### src/rtl/bce_pkg.sv
package bce_pkg;

    localparam int unsigned DEF_CORES = 16;
    localparam int unsigned SKIP_W    = 8;

    typedef logic [SKIP_W-1:0] skip_t;

    // Rotation-level phase of the core
    typedef enum logic {
        PH_RUN  = 1'b0,
        PH_REST = 1'b1
    } phase_e;

    // Adopted and pending skip counts
    typedef struct packed {
        skip_t cur;
        skip_t pend;
        logic  pend_vld;
    } shadow_t;

    // Sequencer state: phase plus idle rotations still to serve
    typedef struct packed {
        phase_e phase;
        skip_t  left;
    } seq_t;

    // Advance the sequencer by one rotation boundary using count n
    function automatic seq_t seq_step(seq_t s, skip_t n);
        seq_t r;
        r = s;
        if (s.phase == PH_RUN) begin
            if (n != '0) begin
                r.phase = PH_REST;
                r.left  = n;
            end
        end else if (s.left == skip_t'(1)) begin
            r.phase = PH_RUN;
            r.left  = '0;
        end else begin
            r.left = s.left - skip_t'(1);
        end
        return r;
    endfunction

endpackage

### src/rtl/bce_skip_shadow.sv
module bce_skip_shadow
    import bce_pkg::*;
(
    input  logic  clk,
    input  logic  rst,
    input  logic  at_edge,
    input  logic  load,
    input  skip_t load_val,
    output skip_t eff_n,
    output skip_t active_n,
    output logic  pend_vld
);

    shadow_t sh;

    // Count that would be adopted at the boundary closing this cycle
    always_comb begin
        if (load)
            eff_n = load_val;
        else if (sh.pend_vld)
            eff_n = sh.pend;
        else
            eff_n = sh.cur;
    end

    always_ff @(posedge clk) begin
        if (rst) begin
            sh <= '0;
        end else if (at_edge) begin
            sh.cur      <= eff_n;
            sh.pend_vld <= 1'b0;
        end else if (load) begin
            sh.pend     <= load_val;
            sh.pend_vld <= 1'b1;
        end
    end

    assign active_n = sh.cur;
    assign pend_vld = sh.pend_vld;

    // the adopted count moves only across a rotation boundary
    a_r5_adopt_at_boundary: assert property (@(posedge clk) disable iff (rst)
        !at_edge |=> $stable(sh.cur));

endmodule

### src/rtl/bce_rotation_seq.sv
module bce_rotation_seq
    import bce_pkg::*;
(
    input  logic  clk,
    input  logic  rst,
    input  logic  at_edge,
    input  skip_t n_eff,
    output logic  run_next
);

    seq_t st;
    seq_t nxt;

    always_comb begin
        nxt = at_edge ? seq_step(st, n_eff) : st;
    end

    always_ff @(posedge clk) begin
        if (rst) begin
            st.phase <= PH_RUN;
            st.left  <= '0;
        end else begin
            st <= nxt;
        end
    end

    assign run_next = (nxt.phase == PH_RUN);

    // an idle phase always has rotations left to serve
    a_r8_rest_count_nonzero: assert property (@(posedge clk) disable iff (rst)
        (st.phase == PH_REST) |-> (st.left != '0));

    // the phase changes only across a rotation boundary
    a_r3_phase_at_boundary: assert property (@(posedge clk) disable iff (rst)
        !at_edge |=> $stable(st.phase));

endmodule

### src/rtl/bce_enable_reg.sv
module bce_enable_reg (
    input  logic clk,
    input  logic rst,
    input  logic run_next,
    output logic en_q,
    output logic sleep_q
);

    always_ff @(posedge clk) begin
        if (rst) begin
            en_q    <= 1'b1;
            sleep_q <= 1'b0;
        end else begin
            en_q    <= run_next;
            sleep_q <= !run_next;
        end
    end

    // the sleep flag mirrors the enable
    a_r9_sleep_complement: assert property (@(posedge clk) disable iff (rst)
        sleep_q != en_q);

endmodule

### src/rtl/burst_clk_enable.sv
module burst_clk_enable
    import bce_pkg::*;
#(
    parameter  int unsigned CORES  = DEF_CORES,
    localparam int unsigned SLOT_W = $clog2(CORES)
) (
    input  logic              clk,
    input  logic              rst,
    input  logic [SLOT_W-1:0] slot_idx,
    input  logic [SKIP_W-1:0] skip_val,
    input  logic              skip_load,
    output logic              core_en,
    output logic              core_sleep
);

    localparam logic [SLOT_W-1:0] LAST_SLOT = SLOT_W'(CORES - 1);

    logic  at_edge;
    skip_t n_eff;
    skip_t n_active;
    logic  n_pend;
    logic  run_next;

    // The cycle showing the final slot closes a rotation
    assign at_edge = (slot_idx == LAST_SLOT);

    bce_skip_shadow u_shadow (
        .clk      (clk),
        .rst      (rst),
        .at_edge  (at_edge),
        .load     (skip_load),
        .load_val (skip_val),
        .eff_n    (n_eff),
        .active_n (n_active),
        .pend_vld (n_pend)
    );

    bce_rotation_seq u_seq (
        .clk      (clk),
        .rst      (rst),
        .at_edge  (at_edge),
        .n_eff    (n_eff),
        .run_next (run_next)
    );

    bce_enable_reg u_out (
        .clk      (clk),
        .rst      (rst),
        .run_next (run_next),
        .en_q     (core_en),
        .sleep_q  (core_sleep)
    );

    // hub slot input steps by one and wraps (input assumption)
    a_r3_slot_steps: assert property (@(posedge clk) disable iff (rst)
        1'b1 |=> (slot_idx == (($past(slot_idx) == LAST_SLOT) ? '0
                                : $past(slot_idx) + 1'b1)));

    // the enable toggles only between the last slot and slot 0
    a_r3_en_moves_at_boundary: assert property (@(posedge clk) disable iff (rst)
        !$stable(core_en) |-> ($past(slot_idx) == LAST_SLOT));

    // with zero adopted and nothing pending the core stays enabled
    a_r2_zero_keeps_on: assert property (@(posedge clk) disable iff (rst)
        (core_en && n_active == '0 && !n_pend && !skip_load) |=> core_en);

endmodule

### config.mk
export PLATFORM = sky130hd
export DESIGN_NAME = burst_clk_enable
export DESIGN_NICKNAME = d
export VERILOG_FILES = /design/src/rtl/bce_pkg.sv /design/src/rtl/bce_skip_shadow.sv /design/src/rtl/bce_rotation_seq.sv /design/src/rtl/bce_enable_reg.sv /design/src/rtl/burst_clk_enable.sv
export SDC_FILE = /design/constraint.sdc
export NUM_CORES = 1
export LEC_CHECK = 0
export BUFFER_PORTS_ARGS = -buffer_cell sky130_fd_sc_hd__buf_2
export CAP_MARGIN = 5
export CORE_UTILIZATION = 60
export CTS_BUF_LIST = sky130_fd_sc_hd__clkbuf_16
export DETAILED_ROUTE_END_ITERATION = 10
export PLACE_DENSITY = 0.81
export SKIP_CTS_REPAIR_TIMING = 1
export SLEW_MARGIN = 20
export SYNTH_ARGS = -nofsm -noshare
export SYNTH_HDL_FRONTEND = slang
export SYNTH_SLANG_ARGS = --single-unit
### constraint.sdc
create_clock -name clk -period 5.7 [get_ports clk]
set_input_delay 0.855 -clock clk [delete_from_list [all_inputs] [get_ports clk]]
set_output_delay 0.855 -clock clk [all_outputs]
set_load 0.005 [all_outputs]
==> results of run 1 <==
## cells by family (layout without fill, tap and decap cells)
kind of cell,Yosys count,count (layout),synth area share (%)
AND/OR/NAND/NOR,72,72,23.4
flip-flops,27,27,35.6
adder cells (fa/ha/maj),2,2,1.65
XOR/XNOR,1,1,0.577
multiplexers,11,11,7.26
AO/OA/AOI/OAI,58,58,25.0
buffers and inverters,21,28,6.51
## how the worst max path moves through the flow
stage | startpoint | endpoint | slack [ps] | cells after the start
final | skip_load | register | 3180 | 5
after global routing | skip_load | u_seq.st[1] | 2980 | 5
after CTS | skip_load | register | 3240 | 5
after detailed placement | skip_load | register | 3000 | 6
after global placement | skip_load | u_seq.st[6] | 3120 | 5
after floorplan | skip_load | u_seq.st[1] | 3410 | 7
## per-stage QoR
step           instances  worst slack [ps]  power [mW]  area [um^2]
3_5_place_dp         223              3000       0.270         1560
3_3_place_gp         223              3120       0.267         1560
5_1_grt              227              2980       0.448         1650
4_1_cts              227              3240       0.431         1650
6_report             227              3180       0.432         1650
2_1_floorplan        192              3410       0.255         1520
## power breakdown
part,switching (mW),internal (mW),leakage [nW]
combinational,0.0385,0.0258,0.361
sequential,0.00775,0.195,0.220
clock,0.0696,0.0956,0.0371
total,0.116,0.316,0.618
## metal layers
layer,part of all wire (%),GRT usage [%]
met2,48,50.8
met4,2.3,11.4
met5,0,0
met3,8.8,4.64
met1,40,39.4
## critical path, cell delays in order
cell,delay [ps]
buf_2,360
o21ai_0,300
nor4_2,670
a21oi_1,220
a32o_1,270
## flip-flops by register name, summed over array words and instances, names as in the netlist, named ones only
| register | count |
|---|---|
| u_shadow.pend_vld | 1 |
| u_shadow.sh | 8 |
| u_seq.st | 8 |
| u_out.en_q | 1 |
| u_shadow.active_n | 8 |
## synth_stat cells
master	instances	area (um^2)
a2111oi_2	1	15.0
a211oi_1	4	30.0
a21oi_1	26	130
a2bb2oi_1	1	8.76
a31o_1	1	8.76
a32o_1	1	10.0
a32oi_1	1	8.76
and4_1	1	8.76
buf_1	1	3.75
buf_2	1	5.00
buf_4	1	7.51
buf_6	2	22.5
clkbuf_1	8	30.0
clkinv_1	1	3.75
dfxtp_1	27	541
ha_1	2	25.0
inv_1	7	26.3
mux2i_1	11	110
nand2_1	36	135
nand2b_1	1	6.26
nand3_1	9	45.0
nand4_1	1	6.26
nor2_1	11	41.3
nor3_1	3	15.0
nor3b_1	1	7.51
nor4_1	1	6.26
nor4_2	3	37.5
o211a_1	1	10.0
o211ai_1	1	7.51
o21ai_0	8	40.0
o21ai_1	3	15.0
o21ai_2	2	17.5
o21ai_4	1	16.3
o2bb2ai_1	3	26.3
o32ai_1	4	35.0
or3b_2	1	8.76
or4_1	2	15.0
or4_4	2	22.5
xnor2_1	1	8.76
## layout make-up
type                       instances  area [um^2]
multi-input combinational        144          878
fill                             180          651
sequential                        27          541
timing repair buffer              16         80.1
clock buffer                       3         75.1
tap                               28         35.0
inverter                           8         30.0
clock inverter                     1         7.51
==> impl_metrics.json, run 1 <==
{
  "hpwl_um": 2440,
  "syn-cell-area_um2": 1520,
  "min_period_over_period_pct": 44.3,
  "avgViaCountPerCell": 6.56,
  "io_pins": 17,
  "clk_path_buf_depth": 2,
  "drv_slew": 0,
  "hold_end": "u_shadow.active_n[2]",
  "antenna_cells": 0,
  "final_cell_mix": "36 x nand2_1, 27 x dfxtp_1, 26 x a21oi_1",
  "worst-r2r-setup-slack_ps": 3300,
  "worstPathMaxFanout": 27,
  "worstReg2RegStart": "u_shadow.pend_vld",
  "die_area_um2": 2730,
  "whs_ps": 454,
  "start_util_pct": 66.1,
  "worst_slew_pin_slew_ps": 910,
  "totalWireLength_um": 3620,
  "cp-start-kind": "input pin",
  "p_per_area_nw_per_um2": 263,
  "fp.dieW_um": 52.3,
  "numCtsBuffers": 3,
  "dr.first_iter.drc_count": 79,
  "dr_total_vias": 1489,
  "layout_min_cycle_time_ps": 2520,
  "relSlewSlack_pct": 39.1,
  "cts_sinks": 27,
  "grt_max_degree": 28,
  "critPathKind": "in -> reg",
  "clk_pin_slew_ps": 70,
  "core_um2": 2300,
  "yosys.cell_types.count": 39,
  "ant_nets": 0,
  "io_buffers": 16,
  "route.detailed.drc": 0,
  "setup_viol": 0,
  "synth-seq-cells": 27,
  "netlist_instances": 192,
  "outcome": "finished clean",
  "yosys_warnings": 0,
  "grt_pass1_vias": 1323,
  "end_kind": "register",
  "p_leak_nw": 0.618,
  "ir_worst_vdd_uv": 171,
  "hold_viol_final": 0,
  "gp_congestion": 0.862,
  "reg2reg_depth": 5,
  "maxCapViolCount": 0,
  "cts-root-buf": "clkbuf_16",
  "syn_area_per_cell_um2": 7.90,
  "cp_data_arrival_time_ps": 2680,
  "syn_nets": 209,
  "fin_setup_tns_ps": 0,
  "worstHoldPathCells": 2,
  "hold_path.class": "reg -> reg",
  "cts_tree": "done",
  "drive_gt1_share_pct": 15.1,
  "fmax_mhz": 396,
  "grt_pass1_wl_um": 6090,
  "num_rows": 17,
  "final_common_cell": "nand2_1",
  "postLayoutCoreUtil_pct": 71.7,
  "skew_ps": 5.29,
  "overflow": 0,
  "hold_start": "u_shadow.active_n[2]",
  "first_pass_iters": 5,
  "antenna_found_initial": 0,
  "area_growth_pct": 8.49,
  "wl_per_cell_um": 15.9,
  "htreeDepth": 1,
  "clk_latency_ps": 270,
  "seq_area_frac_synth_pct": 35.6,
  "fin_nets": 217,
  "rsz0062_at_grt": "no",
  "crit_required_ps": 5850,
  "die_y_um": 52.3,
  "track_usage_pct": 30.5
}
Power figures use the tool's default switching activity.
==> inputs of run 2 (changes only) <==
--- a/config.mk
+++ b/config.mk
@@ -7,10 +7,10 @@
 export LEC_CHECK = 0
 export BUFFER_PORTS_ARGS = -buffer_cell sky130_fd_sc_hd__buf_2
 export CAP_MARGIN = 5
-export CORE_UTILIZATION = 60
+export CORE_UTILIZATION = 52
 export CTS_BUF_LIST = sky130_fd_sc_hd__clkbuf_16
 export DETAILED_ROUTE_END_ITERATION = 10
-export PLACE_DENSITY = 0.81
+export PLACE_DENSITY = 0.75
 export SKIP_CTS_REPAIR_TIMING = 1
 export SLEW_MARGIN = 20
 export SYNTH_ARGS = -nofsm -noshare
==> constraint.sdc (replaced) <==
create_clock -name clk -period 2.2 [get_ports clk]
set_input_delay 0.33 -clock clk [delete_from_list [all_inputs] [get_ports clk]]
set_output_delay 0.33 -clock clk [all_outputs]
set_load 0.005 [all_outputs]
==> run 2 against run 1 <==
Compared with the run above: die area increased by 15%; power grew to 2.6 times the previous value; first-iteration DRC count down 19%; worst hold slack worse by 120 ps; routed wire length down 0.11%; core utilization is 7.5 points lower; global-route usage decreased by 6.4 points; flip-flop and latch count did not move; non-clock buffer count up 16; register-to-register slack got worse by 3200 ps; sequential power increased to 2.6 times the previous value; largest cell class unchanged.
==> impl_metrics.json, run 2 (synthesis results as in run 1) <==
{
  "core_um2": 2760,
  "outcome": "finished clean",
  "rsz0062_at_grt": "no",
  "setup_viol": 0,
  "end_kind": "register",
  "cts-root-buf": "clkbuf_16",
  "fin_nets": 233,
  "hpwl_um": 2600,
  "p_comb_share_pct": 17.5,
  "cp-start-kind": "register",
  "cp_data_arrival_time_ps": 2190,
  "pwr-share-seq_pct": 45.8,
  "switchingPower_mw": 0.291,
  "route.detailed.drc": 0,
  "p_leak_nw": 0.699,
  "hold_path.class": "in -> reg",
  "fp.dieW_um": 56.0,
  "die_y_um": 56.0,
  "drv_slew": 0,
  "layout_min_cycle_time_ps": 2060,
  "final_cell_mix": "36 x nand2_1, 27 x dfxtp_1, 26 x a21oi_1",
  "fmax_mhz": 486,
  "totalWireLength_um": 3610,
  "maxCapViolCount": 0,
  "gp_congestion": 0.920,
  "start_util_pct": 55.0,
  "wl_per_cell_um": 14.7,
  "dr_total_vias": 1511,
  "first_pass_iters": 4,
  "worst_slew_pin_slew_ps": 603,
  "worstPathMaxFanout": 7,
  "antenna_cells": 0,
  "area_growth_pct": 16.7,
  "clk_pin_slew_ps": 70,
  "ir_worst_vdd_uv": 495,
  "io_pins": 17,
  "intPower_mw": 0.840,
  "fin_setup_tns_ps": 0,
  "grt_max_degree": 24,
  "crit_required_ps": 2330,
  "p_per_area_nw_per_um2": 639,
  "io_buffers": 16,
  "drive_gt1_share_pct": 21.4,
  "die_area_um2": 3140,
  "dr.first_iter.drc_count": 64,
  "skew_ps": 4.70,
  "pwr-share-clk_pct": 36.7,
  "grt_pass1_vias": 1457,
  "numCtsBuffers": 3,
  "cts_tree": "done",
  "p_sw_share_pct": 25.7,
  "hold_viol_final": 0,
  "clk_path_buf_depth": 2,
  "track_usage_pct": 24.1,
  "ant_nets": 0,
  "critPathKind": "reg -> reg",
  "cts_sinks": 27,
  "final_common_cell": "nand2_1",
  "htreeDepth": 1,
  "clk_latency_ps": 260,
  "antenna_found_initial": 0,
  "finalPower_mw": 1.13,
  "overflow": 0,
  "num_rows": 19,
  "min_period_over_period_pct": 93.5,
  "relSlewSlack_pct": 59.8,
  "avgViaCountPerCell": 6.14,
  "grt_pass1_wl_um": 6200
}
[run 2: changes by cell type in the layout (fill, tap and decap cells not counted), sizes merged]
cell	change
buf	+16
[run 2: critical path, cell delays in order (launching register included)]
cell and delay, ps:
dfxtp_1 470, mux2i_1 220, o21ai_0 220, or4_4 630, o21ai_4 270, o32ai_1 140
[run 2: area by class of cell]
class	instances	area, um^2
repair buffers	32	200
fillers	239	987
well taps	31	38.8
clock inverters	1	7.51
clock buffers	3	75.1
flip-flops and latches	27	541
inverters	8	30.0
multi-input cells	144	878
[run 2: path summary, 6_finish.rpt]
kind,startpoint,endpoint,slack (ps),cells after the start
min,skip_val[7],u_shadow.sh[8],340,3
max,u_shadow.pend_vld,u_seq.st[5],140,5
min reg2reg,u_shadow.active_n[1],u_shadow.active_n[1],460,2
max reg2reg,u_shadow.pend_vld,u_seq.st[5],140,5
[run 2: routing by layer]
| metal | vias up | track usage (%) | share of wire, % |
|---|---|---|---|
| met5 | - | 0 | 0 |
| met2 | 61 | 41.3 | 48 |
| met1 | 702 | 31.3 | 45 |
| met4 | 0 | 7.67 | 1.3 |
| li1 | 739 | - | - |
| met3 | 9 | 3.26 | 6.2 |
[run 2: power groups by stage]
stage | Combinational (mW) | Clock (mW) | Sequential (mW)
after floorplan | 0.135 | 0 | 0.526
final | 0.198 | 0.415 | 0.518
after global routing | 0.217 | 0.439 | 0.520
after detailed placement | 0.193 | 0 | 0.529
after CTS | 0.196 | 0.420 | 0.518
after global placement | 0.189 | 0 | 0.529
[run 2: stage by stage]
step	hold WS [ps]	worst slack, ps	cells	instance area [um^2]	utilization, %
4_1_cts	335	135	246	1770	64.2
5_1_grt	342	39.6	246	1770	64.2
2_1_floorplan	436	410	192	1520	-
6_report	337	143	246	1770	64.2
3_5_place_dp	447	158	242	1690	61.2
3_3_place_gp	444	188	242	1690	61.2
